## config.mk

```make
export PLATFORM = sky130hd
export DESIGN_NAME = pulse_reg_writer
export DESIGN_NICKNAME = d
export VERILOG_FILES = /design/src/rtl/pulse_reg_writer.sv
export SDC_FILE = /design/constraint.sdc
export NUM_CORES = 1
export LEC_CHECK = 0
export BUFFER_PORTS_ARGS = -buffer_cell sky130_fd_sc_hd__buf_2
export CAP_MARGIN = 10
export CORE_ASPECT_RATIO = 0.7
export CORE_MARGIN = 3
export CORE_UTILIZATION = 60
export DETAILED_ROUTE_END_ITERATION = 10
export PLACE_DENSITY_LB_ADDON = 0.1
export SLEW_MARGIN = 20
export SYNTH_ARGS = -nofsm -noshare
export SYNTH_HDL_FRONTEND = slang
export SYNTH_SLANG_ARGS = --single-unit
```

## constraint.sdc

```tcl
create_clock -name clk -period 4.8 [get_ports clk]
set_input_delay 0.96 -clock clk [delete_from_list [all_inputs] [get_ports clk]]
set_output_delay 0.96 -clock clk [all_outputs]
set_load 0.01 [all_outputs]
```

## src/rtl/pulse_reg_writer.sv

```systemverilog
module pulse_reg_writer #(
  parameter int TICK_DIV    = 50,
  parameter int LOW_MAX     = 251,
  parameter int HOLD_MIN    = 550,
  parameter int HOLDA_MAX   = 5000,
  parameter int STANDBY_T   = 10000,
  parameter int BUS_RESET_T = 12000,
  parameter int STARTUP_T   = 1000,
  parameter int SHUTDOWN_T  = 10000,
  parameter int ADDR_W      = 5,
  parameter int DATA_W      = 6
) (
  input  logic              clk,
  input  logic              rst_n,
  input  logic              line_i,
  output logic              chip_en_o,
  output logic              standby_o,
  output logic              shutdown_o,
  output logic              wr_en_o,
  output logic [ADDR_W-1:0] wr_addr_o,
  output logic [DATA_W-1:0] wr_data_o
);

  function automatic int maxi(int a, int b);
    return (a > b) ? a : b;
  endfunction

  localparam int ADDR_EDGES = 1 << ADDR_W;
  localparam int DATA_EDGES = 1 << DATA_W;
  localparam int CNT_W      = DATA_W + 2;
  localparam int DUR_CAP    = maxi(maxi(maxi(BUS_RESET_T, STANDBY_T), maxi(SHUTDOWN_T, HOLDA_MAX)),
                                   maxi(maxi(STARTUP_T, HOLD_MIN), LOW_MAX));
  localparam int DUR_W      = $clog2(DUR_CAP + 1);
  localparam int PRE_W      = (TICK_DIV > 1) ? $clog2(TICK_DIV) : 1;

  localparam logic [PRE_W-1:0] PRE_LAST  = PRE_W'(TICK_DIV - 1);
  localparam logic [DUR_W-1:0] D_CAP     = DUR_W'(DUR_CAP);
  localparam logic [DUR_W-1:0] D_LOW     = DUR_W'(LOW_MAX - 1);
  localparam logic [DUR_W-1:0] D_HOLD    = DUR_W'(HOLD_MIN - 1);
  localparam logic [DUR_W-1:0] D_HOLDA   = DUR_W'(HOLDA_MAX - 1);
  localparam logic [DUR_W-1:0] D_STBY    = DUR_W'(STANDBY_T - 1);
  localparam logic [DUR_W-1:0] D_BRST    = DUR_W'(BUS_RESET_T - 1);
  localparam logic [DUR_W-1:0] D_START   = DUR_W'(STARTUP_T - 1);
  localparam logic [DUR_W-1:0] D_SHUT    = DUR_W'(SHUTDOWN_T - 1);
  localparam logic [CNT_W-1:0] CNT_TOP   = '1;
  localparam logic [CNT_W-1:0] ADDR_LIM  = CNT_W'(ADDR_EDGES);
  localparam logic [CNT_W-1:0] DATA_LIM  = CNT_W'(DATA_EDGES);

  logic [1:0]        sync;
  logic              s, s_d, chg, tick, step;
  logic [PRE_W-1:0]  pre;
  logic [DUR_W-1:0]  dur;
  logic [CNT_W-1:0]  cnt;
  logic [ADDR_W-1:0] addr_q;
  logic              data_ph, locked;

  assign s    = sync[1];
  assign chg  = s ^ s_d;
  assign tick = (pre == PRE_LAST);
  assign step = tick & ~chg & (dur != D_CAP);

  logic at_low, at_hold, at_holda, at_stby, at_brst, at_start, at_shut;
  assign at_low   = step & ~s & (dur == D_LOW);
  assign at_shut  = step & ~s & (dur == D_SHUT);
  assign at_hold  = step &  s & (dur == D_HOLD);
  assign at_holda = step &  s & (dur == D_HOLDA);
  assign at_stby  = step &  s & (dur == D_STBY);
  assign at_brst  = step &  s & (dur == D_BRST);
  assign at_start = step &  s & (dur == D_START);

  always_ff @(posedge clk or negedge rst_n) begin
    if (!rst_n) begin
      sync <= '0;
      s_d  <= 1'b0;
      pre  <= '0;
      dur  <= '0;
    end else begin
      sync <= {sync[0], line_i};
      s_d  <= s;
      pre  <= (chg || tick) ? '0 : pre + 1'b1;
      if (chg)       dur <= '0;
      else if (step) dur <= dur + 1'b1;
    end
  end

  always_ff @(posedge clk or negedge rst_n) begin
    if (!rst_n) begin
      chip_en_o  <= 1'b0;
      standby_o  <= 1'b0;
      shutdown_o <= 1'b0;
      wr_en_o    <= 1'b0;
      wr_addr_o  <= '0;
      wr_data_o  <= '0;
      cnt        <= '0;
      addr_q     <= '0;
      data_ph    <= 1'b0;
      locked     <= 1'b0;
    end else begin
      wr_en_o    <= 1'b0;
      shutdown_o <= 1'b0;
      if (!chip_en_o) begin
        cnt       <= '0;
        data_ph   <= 1'b0;
        locked    <= 1'b0;
        standby_o <= 1'b0;
        if (at_start) chip_en_o <= 1'b1;
      end else if (at_shut) begin
        chip_en_o  <= 1'b0;
        shutdown_o <= 1'b1;
        standby_o  <= 1'b0;
        cnt        <= '0;
        addr_q     <= '0;
        data_ph    <= 1'b0;
        locked     <= 1'b0;
      end else begin
        if (chg && !s) standby_o <= 1'b0;
        if (chg && s && !locked && cnt != CNT_TOP) cnt <= cnt + 1'b1;
        if (at_low) begin
          cnt     <= '0;
          data_ph <= 1'b0;
        end
        if (at_hold && cnt != '0) begin
          cnt <= '0;
          if (!data_ph) begin
            if (cnt > ADDR_LIM) locked <= 1'b1;
            else begin
              addr_q  <= ADDR_W'(cnt - 1'b1);
              data_ph <= 1'b1;
            end
          end else begin
            data_ph <= 1'b0;
            if (cnt <= DATA_LIM) begin
              wr_en_o   <= 1'b1;
              wr_addr_o <= addr_q;
              wr_data_o <= DATA_W'(cnt - 1'b1);
            end
          end
        end
        if (at_holda && data_ph && cnt == '0) data_ph <= 1'b0;
        if (at_stby) begin
          standby_o <= 1'b1;
          data_ph   <= 1'b0;
        end
        if (at_brst) begin
          locked  <= 1'b0;
          data_ph <= 1'b0;
        end
      end
    end
  end

  p_no_write_off_r1: assert property (@(posedge clk) disable iff (!rst_n)
    wr_en_o |-> chip_en_o);

  p_enable_on_high_r2: assert property (@(posedge clk) disable iff (!rst_n)
    $rose(chip_en_o) |-> s);

  p_strobe_single_r3: assert property (@(posedge clk) disable iff (!rst_n)
    wr_en_o |=> !wr_en_o);

  p_locked_quiet_r6: assert property (@(posedge clk) disable iff (!rst_n)
    locked |-> !data_ph);

  p_standby_high_r8: assert property (@(posedge clk) disable iff (!rst_n)
    standby_o |-> s_d);

  p_shutdown_strobe_r10: assert property (@(posedge clk) disable iff (!rst_n)
    $fell(chip_en_o) |-> shutdown_o);

  p_shutdown_single_r10: assert property (@(posedge clk) disable iff (!rst_n)
    shutdown_o |=> !shutdown_o && !chip_en_o);

endmodule

```

==> impl_results.md <==
- CTS buffer count: 5
- Area added between synthesis and finish: 7.572%
- CTS clk-pin slew, worst paths: 0.09 ns
- Filler-free cell count of the finished design: 379
- H-tree depth reported by CTS: 2
- Crit-path slowest cell: dfrtp_1
- Cell-by-cell trace of the critical path: inv_1 -> ha_1 -> and4bb_2 -> and2_1 -> o21a_1 -> nand4_2 -> mux2_4
- Most frequent cells after synthesis: dfrtp_1, nor2_1, nand2_1, nand3_1, xnor2_1
- Leading post-synthesis cells by cell area: dfrtp_1, mux2_4, xnor2_1
- Number of placed I/O pins: 18
- Fraction of final layout cells with drive strength greater than 1: 0.1789
- Required @ worst endpoint: 5.00 ns
- Number of enable-type register cells in the synthesized netlist: 0
- Static power due to leakage: 1.478 nW
- Final instance area: 3271 sq um
- Critical path arrival: 3.39 ns
- Die footprint: 5971 sq um
- First-iteration detailed-routing DRC count: 210
- Share of flip-flops with an asynchronous set or reset: 1.000
- Largest area contributor in the synthesized netlist: dfrtp_1
- Worst hold margin: 0.3558 ns
- Max-slew headroom at the worst pin: 0.5757
- Detail Route Antenna Nets: 0
- Effective utilization at floorplan: 0.6603
- Total of buffers placed on input and output ports: 17
- Die width: 91.08 microns
- Mean area per synthesized cell: 10.10 sq um
- Critical setup path kind: reg2reg
- Half-perimeter wire length after detailed placement: 4506 microns
- Worst voltage drop across the vdd grid: 0.1687 mV
- Count of endpoints failing setup in the final report: 0
- Slew @ Worst Pin: 0.6364 ns
- Longest Clk Path Bufs: 2
- Delay of the slowest cell on the worst path: 0.56 ns
- Area after detailed placement: 3151 sq um
- Total wire length: 6179 microns
- Mean routed wirelength per cell: 16.30 microns
- Area of the core: 4604 sq um
- Clock skew: 0.009487 ns
- Number of distinct library cells after synthesis: 57
- Drc violations: 0
- Max Freq: 0.3136 GHz
- Vias in the first global route: 2062
- Post-synth top flop: dfrtp_1
- Sequential element share of the synthesized area: 0.4362
- Worst Hold Class: reg2reg
- Endpoint type of the worst setup path: flop
- Yosys top cell area share: 0.4362
- Biggest fanout along the worst timing path: 16
- DR pass1 iterations: 5
- Number of nets in the layout: 325
- Max-Cap Viols: 0
- Initial antenna violation count: 0
- Count of placed standard cells including taps: 371
- Clock latency on the worst-skew pair: 0.31 ns
- Hold_buf cts: 0
- Net count of the mapped netlist: 314
- Final GP Congestion: 0.9368
- CP startpoint kind: flop
- Total Power Consumption: 0.8001 mW
- Max Transition Viols Final: 0
- Post-synthesis cell count: 301
- Post-cts gate resize count: 0
- Post-layout minimum cycle time: 3.189 ns
- Count of antenna diodes in the layout: 0
- Wire length of the first global-routing pass: 10600 microns
- Setup repair after global routing missed its margin: no
- Clock tree root buffer cell: clkbuf_8
- Yosys Warn Count: 0
- Y dimension of the die: 65.56 microns
- Grt total ovfl: 0
- Tot GR Track Use: 0.2282
- Pin count of the biggest net entering global routing: 54
- Hold violation total from the final report: 0
- Drt via density: 5.894
- Final-layout fill cell count: 377
- Status: completed
- Area of the mapped netlist: 3040 sq um
- Flip-flop and latch count after synthesis: 53
- Power density over the cells: 244.6 nW/um^2
- Clock tree from TritonCTS: done
- Final period util: 0.6644
- Post-Route Setup TNS: 0 ns
- Total number of clock tree sinks: 53
- Library cell with the highest instance count after synthesis: dfrtp_1
- Post-CTS setup buffers: 0
- Site row count: 20
- Total via count after detailed routing: 2234
-- kinds of logic (layout without fill, tap and decap cells) --
group / after synthesis / in the layout / share of synthesized area
compound gates: 29 / 29 / 0.06955
xor+xnor: 22 / 22 / 0.06338
fa+ha+maj: 10 / 10 / 0.04115
buf+inv: 27 / 39 / 0.03745
flops: 53 / 53 / 0.4362
mux: 17 / 17 / 0.07243
simple gates: 143 / 143 / 0.2798
-- per-layer routing --
| layer | vias to the layer above | global-route usage | wire (microns) | part of all wire |
|---|---|---|---|---|
| met5 | - | 0 | 0 | 0 |
| met1 | 1083 | 0.3429 | 3135 | 0.51 |
| met2 | 68 | 0.3226 | 2591 | 0.42 |
| li1 | 1076 | - | - | - |
| met3 | 7 | 0.05492 | 381 | 0.062 |
| met4 | 0 | 0.07331 | 71 | 0.011 |
-- through the flow --
| stage | setup slack, ns | util |
|---|---|---|
| after floorplan | 2.402 | - |
| after global placement | 1.793 | 0.6842 |
| after detailed placement | 1.591 | 0.6842 |
| final | 1.611 | 0.7103 |
| after CTS | 1.564 | 0.7103 |
| after global routing | 1.271 | 0.7103 |
-- worst max-delay path, delay by kind of cell (launching register included) --
kind	cells	cell delay, ns
and+or+nand+nor	3	1.09
DFF	1	0.56
adders and majority gates	1	0.56
buffers and inverters	1	0.10
muxes	1	0.46
AOI/OAI and AO/OA	1	0.30
-- report_power, final --
group / switching (mW) / total (mW) / internal, mW
Sequential: 0.00617 / 0.458 / 0.451
Combinational: 0.0202 / 0.0300 / 0.00976
Clock: 0.143 / 0.313 / 0.170
-- layout make-up --
| class | instances | area, sq um | area share |
|---|---|---|---|
| Timing Repair Buffer | 18 | 92.59 | 0.02831 |
| Clock inverter | 2 | 37.54 | 0.01148 |
| Multi-Input combinational cell | 221 | 1600 | 0.4893 |
| Sequential cell | 53 | 1326 | 0.4055 |
| Tap cell | 66 | 82.58 | 0.02525 |
| Inverter | 13 | 48.80 | 0.01492 |
| Clock buffer | 6 | 82.58 | 0.02525 |
-- sequential cells by signal, summed over array words and instances (netlist names), 2 cells and up --
name	cells
pre	6
addr_q	5
wr_addr_o	5
dur	14
cnt	8
sync	2
wr_data_o	6
-- worst paths after layout --
check	from	end	slack [ns]	cells after the start
worst max register to register	sync[1]	wr_data_o[4]	1.61	7
worst min register to register	sync[0]	sync[1]	0.36	0
worst min-delay path	sync[0]	sync[1]	0.36	0
min in group asynchronous	rst_n	dur[13]	0.74	2
max in group asynchronous	rst_n	dur[5]	3.61	2
worst max-delay path	sync[1]	wr_data_o[4]	1.61	7
-- placed cells by master, fill, tap and decap left out, types with 5 or more instances in the layout --
| master | netlist | final |
|---|---|---|
| a21boi_0 | 5 | 5 |
| nor3_1 | 10 | 10 |
| buf_2 | 3 | 17 |
| nand3_1 | 19 | 19 |
| dfrtp_1 | 53 | 53 |
| xor2_1 | 7 | 7 |
| nand2_1 | 21 | 21 |
| o21ai_0 | 7 | 7 |
| nand4b_1 | 5 | 5 |
| xnor2_1 | 15 | 15 |
| ha_1 | 10 | 10 |
| mux2_4 | 9 | 9 |
| inv_1 | 13 | 13 |
| nor4_1 | 5 | 5 |
| and2_1 | 13 | 13 |
| nor2_1 | 28 | 28 |
| clkbuf_8 | 0 | 6 |
Power figures use the tool's default switching activity.
